<file path="config.mk">
export PLATFORM = sky130hd
export DESIGN_NAME = ea_gen
export DESIGN_NICKNAME = d
export VERILOG_FILES = /design/src/rtl/ea_pkg.sv /design/src/rtl/ea_sext.sv /design/src/rtl/ea_calc.sv /design/src/rtl/ea_ctrl.sv /design/src/rtl/ea_gen.sv
export SDC_FILE = /design/constraint.sdc
export NUM_CORES = 1
export LEC_CHECK = 0
export BUFFER_PORTS_ARGS = -buffer_cell sky130_fd_sc_hd__buf_4
export CAP_MARGIN = 20
export CORE_UTILIZATION = 56
export CTS_BUF_LIST = sky130_fd_sc_hd__clkbuf_8
export DETAILED_ROUTE_END_ITERATION = 8
export HOLD_SLACK_MARGIN = 0.05
export PLACE_DENSITY = 0.85
export SLEW_MARGIN = 20
export SYNTH_ARGS = -nofsm -noshare
export SYNTH_HDL_FRONTEND = slang
export SYNTH_SLANG_ARGS = --single-unit
</file>
<file path="constraint.sdc">
create_clock -name clk -period 6.02 [get_ports clk]
set_input_delay 0.602 -clock clk [delete_from_list [all_inputs] [get_ports clk]]
set_output_delay 0.602 -clock clk [all_outputs]
set_load 0.005 [all_outputs]
</file>
<file path="src/rtl/ea_pkg.sv">
package ea_pkg;
  typedef enum logic [3:0] {
    M_REG  = 4'd0,
    M_IMM  = 4'd1,
    M_RIND = 4'd2,
    M_BDSP = 4'd3,
    M_ABS  = 4'd4,
    M_PCR  = 4'd5,
    M_IDX  = 4'd6,
    M_AINC = 4'd7,
    M_MIND = 4'd8
  } mode_e;

  typedef enum logic [1:0] {
    LOC_REG  = 2'd0,
    LOC_INSN = 2'd1,
    LOC_MEM  = 2'd2
  } loc_e;
endpackage

</file>
<file path="src/rtl/ea_sext.sv">
module ea_sext #(
  parameter int IN_W  = 9,
  parameter int OUT_W = 16
) (
  input  logic [IN_W-1:0]  din,
  output logic [OUT_W-1:0] dout
);
  localparam int EXT_W = OUT_W - IN_W;
  generate
    if (EXT_W > 0) begin : g_ext
      assign dout = {{EXT_W{din[IN_W-1]}}, din};
    end else begin : g_trunc
      assign dout = din[OUT_W-1:0];
    end
  endgenerate
endmodule

</file>
<file path="src/rtl/ea_calc.sv">
module ea_calc
  import ea_pkg::*;
#(
  parameter int AW      = 16,
  parameter int PCOFS_W = 9,
  parameter int DISP_W  = 6,
  parameter int RSEL_W  = 3,
  parameter int OP_SIZE = 1
) (
  input  logic [3:0]        mode,
  input  logic [RSEL_W-1:0] base_sel,
  input  logic [AW-1:0]     base_val,
  input  logic [AW-1:0]     index_val,
  input  logic [AW-1:0]     pc_next,
  input  logic [PCOFS_W-1:0] pc_ofs,
  input  logic [DISP_W-1:0] disp,
  input  logic [AW-1:0]     abs_addr,
  input  logic [AW-1:0]     imm_val,
  output logic [AW-1:0]     result,
  output loc_e              loc,
  output logic              bad,
  output logic              indirect,
  output logic [AW-1:0]     ptr_addr,
  output logic              wb_en,
  output logic [AW-1:0]     wb_data
);
  logic [AW-1:0] pc_ofs_x, disp_x, pc_sum;

  ea_sext #(.IN_W(PCOFS_W), .OUT_W(AW)) u_sx_pc  (.din(pc_ofs), .dout(pc_ofs_x));
  ea_sext #(.IN_W(DISP_W),  .OUT_W(AW)) u_sx_dsp (.din(disp),   .dout(disp_x));

  assign pc_sum   = pc_next + pc_ofs_x;
  assign ptr_addr = pc_sum;
  assign wb_data  = base_val + AW'(OP_SIZE);

  always_comb begin
    result   = '0;
    loc      = LOC_MEM;
    bad      = 1'b0;
    indirect = 1'b0;
    wb_en    = 1'b0;
    case (mode)
      M_REG: begin
        result = AW'(base_sel);
        loc    = LOC_REG;
      end
      M_IMM: begin
        result = imm_val;
        loc    = LOC_INSN;
      end
      M_RIND: result = base_val;
      M_BDSP: result = base_val + disp_x;
      M_ABS:  result = abs_addr;
      M_PCR:  result = pc_sum;
      M_IDX:  result = base_val + index_val;
      M_AINC: begin
        result = base_val;
        wb_en  = 1'b1;
      end
      M_MIND: indirect = 1'b1;
      default: begin
        bad = 1'b1;
        loc = LOC_REG;
      end
    endcase
  end
endmodule

</file>
<file path="src/rtl/ea_ctrl.sv">
module ea_ctrl
  import ea_pkg::*;
#(
  parameter int AW     = 16,
  parameter int RSEL_W = 3
) (
  input  logic              clk,
  input  logic              rst,
  input  logic              start,
  input  logic [AW-1:0]     c_result,
  input  loc_e              c_loc,
  input  logic              c_bad,
  input  logic              c_indirect,
  input  logic [AW-1:0]     c_ptr,
  input  logic              c_wb_en,
  input  logic [AW-1:0]     c_wb_data,
  input  logic [RSEL_W-1:0] base_sel,
  input  logic              mem_valid,
  input  logic [AW-1:0]     mem_rdata,
  output logic              mem_req,
  output logic [AW-1:0]     mem_addr,
  output logic              busy,
  output logic              done,
  output logic              err,
  output logic [1:0]        loc,
  output logic [AW-1:0]     result,
  output logic              wb_en,
  output logic [RSEL_W-1:0] wb_sel,
  output logic [AW-1:0]     wb_data
);
  typedef enum logic {S_IDLE, S_WAIT} st_e;
  st_e st;

  always_ff @(posedge clk) begin
    if (rst) begin
      st       <= S_IDLE;
      mem_req  <= 1'b0;
      mem_addr <= '0;
      busy     <= 1'b0;
      done     <= 1'b0;
      err      <= 1'b0;
      loc      <= 2'd0;
      result   <= '0;
      wb_en    <= 1'b0;
      wb_sel   <= '0;
      wb_data  <= '0;
    end else begin
      done  <= 1'b0;
      err   <= 1'b0;
      wb_en <= 1'b0;
      case (st)
        S_IDLE: begin
          if (start) begin
            if (c_indirect) begin
              st       <= S_WAIT;
              mem_req  <= 1'b1;
              mem_addr <= c_ptr;
              busy     <= 1'b1;
            end else begin
              done    <= 1'b1;
              err     <= c_bad;
              loc     <= c_loc;
              result  <= c_result;
              wb_en   <= c_wb_en;
              wb_sel  <= base_sel;
              wb_data <= c_wb_data;
            end
          end
        end
        S_WAIT: begin
          if (mem_valid) begin
            st      <= S_IDLE;
            mem_req <= 1'b0;
            busy    <= 1'b0;
            done    <= 1'b1;
            loc     <= LOC_MEM;
            result  <= mem_rdata;
          end
        end
        default: st <= S_IDLE;
      endcase
    end
  end
endmodule

</file>
<file path="src/rtl/ea_gen.sv">
module ea_gen
  import ea_pkg::*;
#(
  parameter int AW      = 16,
  parameter int PCOFS_W = 9,
  parameter int DISP_W  = 6,
  parameter int RSEL_W  = 3,
  parameter int OP_SIZE = 1
) (
  input  logic              clk,
  input  logic              rst,
  input  logic              start,
  input  logic [3:0]        mode,
  input  logic [RSEL_W-1:0] base_sel,
  input  logic [AW-1:0]     base_val,
  input  logic [AW-1:0]     index_val,
  input  logic [AW-1:0]     pc_next,
  input  logic [PCOFS_W-1:0] pc_ofs,
  input  logic [DISP_W-1:0] disp,
  input  logic [AW-1:0]     abs_addr,
  input  logic [AW-1:0]     imm_val,
  output logic              mem_req,
  output logic [AW-1:0]     mem_addr,
  input  logic              mem_valid,
  input  logic [AW-1:0]     mem_rdata,
  output logic              busy,
  output logic              done,
  output logic              err,
  output logic [1:0]        loc,
  output logic [AW-1:0]     result,
  output logic              wb_en,
  output logic [RSEL_W-1:0] wb_sel,
  output logic [AW-1:0]     wb_data
);
  logic [AW-1:0] c_result, c_ptr, c_wb_data;
  loc_e          c_loc;
  logic          c_bad, c_indirect, c_wb_en;

  ea_calc #(
    .AW(AW), .PCOFS_W(PCOFS_W), .DISP_W(DISP_W), .RSEL_W(RSEL_W), .OP_SIZE(OP_SIZE)
  ) u_calc (
    .mode(mode), .base_sel(base_sel), .base_val(base_val), .index_val(index_val),
    .pc_next(pc_next), .pc_ofs(pc_ofs), .disp(disp), .abs_addr(abs_addr),
    .imm_val(imm_val), .result(c_result), .loc(c_loc), .bad(c_bad),
    .indirect(c_indirect), .ptr_addr(c_ptr), .wb_en(c_wb_en), .wb_data(c_wb_data)
  );

  ea_ctrl #(.AW(AW), .RSEL_W(RSEL_W)) u_ctrl (
    .clk(clk), .rst(rst), .start(start),
    .c_result(c_result), .c_loc(c_loc), .c_bad(c_bad), .c_indirect(c_indirect),
    .c_ptr(c_ptr), .c_wb_en(c_wb_en), .c_wb_data(c_wb_data), .base_sel(base_sel),
    .mem_valid(mem_valid), .mem_rdata(mem_rdata),
    .mem_req(mem_req), .mem_addr(mem_addr), .busy(busy), .done(done), .err(err),
    .loc(loc), .result(result), .wb_en(wb_en), .wb_sel(wb_sel), .wb_data(wb_data)
  );
endmodule

</file>
=== Word-level counts from Yosys, hierarchy flattened ===
Cells that the tools add are included.

* Add/sub/neg operators: 4
* Equal/unequal tests: 12
* Muxes and demuxes: 25
* Bitwise logic cells: 3
* Reduce and logical (&&, ||, !) cells: 9

{| class="wikitable"
|+ Operators with widths
! kind !! count
|-
| 16-bit one-hot mux with 7 select lines || 1
|-
| 16-bit adder || 3
|-
| 16-bit two-way mux || 3
|-
| 16-bit one-hot mux with 2 select lines || 1
|-
| 16-bit by 1-bit adder with 16-bit output (second input constant) || 1
|-
| 4-bit by 3-bit equality test with 1-bit output (second input constant) || 4
|-
| 1-bit two-way mux || 12
|-
| 3-bit AND reduction || 4
|-
| 9-bit OR reduction || 1
|-
| 4-bit by 2-bit equality test with 1-bit output (second input constant) || 2
|-
| 2-bit != test (second input constant) || 4
|-
| 2-bit one-hot mux with 2 select lines || 2
|-
| 7-bit OR reduction || 1
|-
| 2-bit two-way mux || 3
|-
| 1-bit one-hot mux with 2 select lines || 3
|-
| 4-bit by 1-bit equality test with 1-bit output (second input constant) || 1
|-
| 4-bit equality test (second input constant) || 1
|-
| 4-bit zero test || 1
|-
| 4-bit OR reduction || 1
|-
| 1-bit inverter || 3
|-
| 2-bit OR reduction || 1
|}

* Register bits: 58
* Bits of input ports: 122
* Output and inout port bits: 58
* Logic and storage cells: 63

=== Longest topological paths before layout ===
* Word-level depth: 6
* Depth in mapped cells: 15
* Gate-level depth less buffers: 12

=== Modules after synthesis ===
Synthesis repeated with hierarchy kept, for this count alone.

* Cells, all modules: 654
* Area total of the unflattened synthesis: 5227.5 um^2

{| class="wikitable"
|+ By module, submodules not included
! module !! instances !! cells each !! area each (um^2) !! seq. area each (um^2)
|-
| ea_calc || 1 || 354 || 2602.5 || 0.0
|-
| ea_ctrl || 1 || 268 || 2384.8 || 1161.1
|-
| ea_sext || 2 || 16 || 120.1 || 0.0
|}

=== Least setup slack after synthesis ===
Ideal clock, no wire load.

* Kind: in2reg
* From: input port mode[2]
* To: register u_ctrl.result[12]
* Arrival: 3195 ps
* Required time: 5887 ps
* Slack: 2692 ps
* Stages on the path: 14
* Path buffers: 2
* Path through: buf_6 -> nand2b_4 -> nor3b_4 -> nand2b_1 -> clkbuf_1 -> nand2_1 -> ha_1 -> and3_1 -> o2bb2ai_1 -> a311oi_1 -> a21oi_1 -> or3_1 -> nand3_1 -> a31oi_1

* Word-level cells in the longest chain between the ends: 6
* Elaborated cells between the ends (all ways): 17
* Classes of those cells: eq/ne: 9; mux: 5; reduce/logical: 3

{| class="wikitable"
|+ RTL lines
! what !! line !! source
|-
| from (decl) || ea_gen.sv:13 || <nowiki>input logic [3:0] mode,</nowiki>
|-
| 4-bit by 2-bit equality test with 1-bit output or 4-bit by 3-bit equality test with 1-bit output (tied branches) || ea_calc.sv:42 || <nowiki>case (mode)</nowiki>
|-
| 2-bit OR reduction (no line) || n/a ||
|-
| 16-bit one-hot mux with 7 select lines || ea_calc.sv:42 ||
|-
| 16-bit two-way mux || ea_ctrl.sv:54 || <nowiki>if (c_indirect) begin</nowiki>
|-
| 16-bit two-way mux || ea_ctrl.sv:53 || <nowiki>if (start) begin</nowiki>
|-
| 16-bit one-hot mux with 2 select lines || ea_ctrl.sv:51 || <nowiki>case (st)</nowiki>
|-
| to (signal assigned) || ea_ctrl.sv:63 || <nowiki>result <= c_result;</nowiki>
|-
| to (signal assigned) || ea_ctrl.sv:77 || <nowiki>result <= mem_rdata;</nowiki>
|-
| to (decl) || ea_ctrl.sv:26 || <nowiki>output logic [AW-1:0] result,</nowiki>
|}

Parallel ways exist; a longest one is shown, timed or not. The select of a mux whose other input is x is not followed.
A chain may end at the register's enable or synchronous reset.

=== Worst setup path after layout ===
* From: input port mode[3]
* To: register u_ctrl.result[4]

Same word-level chain as after synthesis.

==> flow_summary.json <==
{
  "mappedNetlistNets": 771,
  "vdd_drop_max_uv": 107.0,
  "die_x_um": 94.95,
  "share_comb_of_total_power_pct": 34.2,
  "power.switching_mw": 0.4483,
  "cts-root-to-sink-buffers": 2,
  "p_sw_share_pct": 34.30,
  "capturing_point_of_the_worst_reg2reg_path": "u_ctrl.result[5]",
  "syn-cell-area_um2": 4838,
  "gr-total-overflow": 0,
  "max_slew_vio_count": 0,
  "final_worst_clock_skew_ns": 0.007769,
  "grt_start_max_net_pins": 60,
  "timing.hold.worst.class": "reg2reg",
  "cts.hold.buffers_added": 0,
  "tritoncts": "done",
  "crit_type": "in2reg",
  "cpLargestDelayFamily": "compound AO/OA/AOI/OAI gates",
  "pwr-share-seq_pct": 32.0,
  "clk_pin_slew_worst_paths_ns": 0.07,
  "netlist-cell-type-count": 72,
  "synth.avg_cell_area_um2": 7.893,
  "worst_setup_path_start_kind": "primary input",
  "cp_data_arrival_time_ns": 4.11,
  "worstPathBufferInverterCount": 2,
  "stdcell_area_um2": 6391,
  "drive_above_1_share_pct": 29.81,
  "cts.sink_count": 58,
  "wl_mm": 18.33,
  "initial_utilization_pct": 58.30,
  "leakage_nw": 2.801,
  "critPathCaptureType": "flop",
  "critical-path-max-stage-delay_ns": 0.68,
  "register_area_share_after_synthesis_pct": 24.00,
  "worst_case_headroom_to_the_max_slew_limit_pct": 40.78,
  "dp_hpwl_mm": 13.41,
  "post_cts_resized": 0,
  "synth_edf_count": 0,
  "number_of_antenna_violations_at_the_first_check_in_global_routing": 0,
  "outcome": "finished clean",
  "timing.reg2reg.worst_path_depth": 8,
  "h-tree-depth": 3,
  "vias_per_cell": 6.543,
  "drt_iter0_drcs": 592,
  "crit_fanout": 17,
  "final_hold_viol_count": 0,
  "worst-r2r-setup-slack_ns": 3.37,
  "syn_inst": 613,
  "placement_rows": 33,
  "min_delay_path_depth": 2,
  "holdPathEnd": "u_ctrl.wb_data[1]",
  "place.gp.congestion": 0.9644,
  "grt_usage_pct": 40.52,
  "ys_async_sr_fraction_pct": 0,
  "most-common-layout-cells": "sky130_fd_sc_hd__buf_4, sky130_fd_sc_hd__nand2_1, sky130_fd_sc_hd__dfxtp_1",
  "synth-seq-cells": 58,
  "synth_warnings": 0,
  "clock_latency_ns": 0.35,
  "cellInternalPower_mw": 0.8584,
  "area_growth_syn_to_layout_pct": 32.09,
  "timing.setup.tns_ns": 0,
  "dominantRegCellSynth": "sky130_fd_sc_hd__dfxtp_1",
  "worst_r2r_startpoint": "u_ctrl.st",
  "worstMarginPinSlew_ns": 0.8865,
  "final_routed_wire_length_divided_by_cell_count_um": 20.82,
  "final_net_count": 928,
  "worstSetupStartpoint": "mode[3]",
  "timing.max_cap.violations": 0,
  "number_of_nets_with_antenna_violations_after_routing": 0,
  "maxClockFrequency_mhz": 255.9,
  "drt_pass1_iterations": 6,
  "die_y_um": 94.95,
  "min-delay-start": "u_ctrl.wb_data[1]",
  "cellPowerDensity_nw_per_um2": 204.5,
  "num_vias": 5758,
  "cts_post_setup_buffers_inserted": 0,
  "unrepaired_setup_endpoints_after_global_routing": "no",
  "setup_viol_count_final": 0,
  "ant_diodes": 0,
  "placement.io_buffers": 179,
  "total_core_area_um2": 8299,
  "cts-root-buf": "sky130_fd_sc_hd__clkbuf_8",
  "floorplan.io_pins": 180,
  "worst_ep_required_time_ns": 6.22,
  "grt_first_pass_wirelength_mm": 27.60,
  "final_util_pct": 77.01,
  "number_of_global_route_vias_before_repair": 5406,
  "cell_area_after_placement_um2": 6162,
  "crit_path_top_delay_cell": "sky130_fd_sc_hd__nor3b_4",
  "mostFrequentLayoutCell": "sky130_fd_sc_hd__buf_4",
  "fp.dieArea_um2": 9016,
  "period_minus_slack_ns": 3.908,
  "clkPwrFrac_pct": 33.8,
  "route.detailed.drc": 0,
  "timing.final.crit_share_pct": 64.92,
  "numCtsBuffers": 9,
  "critical_path.cell_chain": "buf_4, nand2b_4, nor3b_4, mux2_2, ha_1, inv_1, fa_1, o21ai_1, xor2_1, a222oi_1, a21oi_1, a211oi_1, nor3_1"
}
-- worst max-delay path by stage --
stage                        end  slack, ns  cells past startpoint
2_1_floorplan  u_ctrl.result[12]       2.69                     14
3_3_place_gp   u_ctrl.result[12]       2.05                     13
3_5_place_dp   u_ctrl.result[12]       1.95                     13
4_1_cts        u_ctrl.result[14]       2.24                     13
5_1_grt         u_ctrl.result[4]       1.89                     13
6_report        u_ctrl.result[4]       2.11                     13
-- power by group through the flow --
stage	logic, mW	registers [mW]	clock network, mW
floorplan	0.252	0.426	0
global placement	0.422	0.425	0
detailed placement	0.429	0.426	0
CTS	0.436	0.418	0.435
global route	0.479	0.420	0.451
finish	0.447	0.418	0.441
-- registers in the layout, indices dropped and copies added (netlist names) --
name             count
u_ctrl.mem_addr     16
u_ctrl.result       16
u_ctrl.wb_data      16
u_ctrl.wb_sel        3
u_ctrl.loc           2
u_ctrl.busy          1
u_ctrl.done          1
u_ctrl.err           1
u_ctrl.st            1
u_ctrl.wb_en         1
-- worst min-delay path: cells and delay by family, from the launching register on --
family	cells	cell delay [ns]
AND/OR/NAND/NOR	1	0.05
flip-flops	1	0.31
AO/OA/AOI/OAI	1	0.05
-- area by class of cell --
type | instances | area, um^2
Fill cell | 577 | 1908
Inverter | 8 | 30.03
Clock buffer | 11 | 151.4
Tap cell | 105 | 131.4
Clock inverter | 5 | 77.57
Multi-Input combinational cell | 511 | 3473
Timing Repair Buffer | 182 | 1366
Sequential cell | 58 | 1161
-- layer usage --
layer / vias to the layer above / global-route usage, % / routed length [um]
li1: 2578 / - / -
met1: 2656 / 50.12 / 7017
met2: 440 / 64.63 / 8504
met3: 84 / 11.51 / 2060
met4: 0 / 18.94 / 742
met5: - / 0 / 0
-- cell families (layout without fill, tap and decap cells) --
| family | Yosys count | after routing | synth area share (%) |
|---|---|---|---|
| compound gates | 193 | 193 | 28.60 |
| buf+inv | 44 | 206 | 4.344 |
| fa+ha+maj | 36 | 36 | 9.620 |
| flops | 58 | 58 | 24.00 |
| mux | 10 | 10 | 2.198 |
| xor+xnor | 40 | 40 | 7.241 |
| simple gates | 232 | 232 | 24.00 |
-- synthesized netlist by cell type (all sizes together) (4+ instances only) --
library cell,n,area (um^2)
nand2,90,337.8
dfxtp,58,1161
nor2,57,226.5
a21oi,55,290.3
ha,34,425.4
a211oi,27,202.7
xor2,24,210.2
o21ai,23,115.1
buf,19,116.4
nand3,18,90.09
clkbuf,17,63.81
xnor2,16,140.1
a221oi,13,120.1
nor3,11,60.06
a21o,10,77.58
a22oi,10,75.07
and3,10,62.56
nand2b,10,70.06
inv,8,30.03
o211ai,8,60.06
a2111oi,7,112.6
a31oi,7,43.79
a222oi,6,60.06
and2,6,40.04
nor2b,6,52.55
o31ai,6,50.05
mux2,5,56.30
mux2i,5,50.05
nor3b,5,65.06
a22o,4,35.03
a311oi,4,35.03
nand3b,4,30.03
o21a,4,30.03
or2,4,27.54
-- metrics by stage --
stage	hold slack (ns)	power, mW	instances	worst slack, ns
2_1_floorplan	0.4527	0.6781	613	2.692
3_3_place_gp	0.4423	0.8473	864	2.047
5_1_grt	0.4809	1.350	880	1.887
3_5_place_dp	0.4524	0.8551	864	1.947
4_1_cts	0.4619	1.289	880	2.244
6_report	0.4645	1.307	880	2.112
Power figures use the tool's default switching activity.
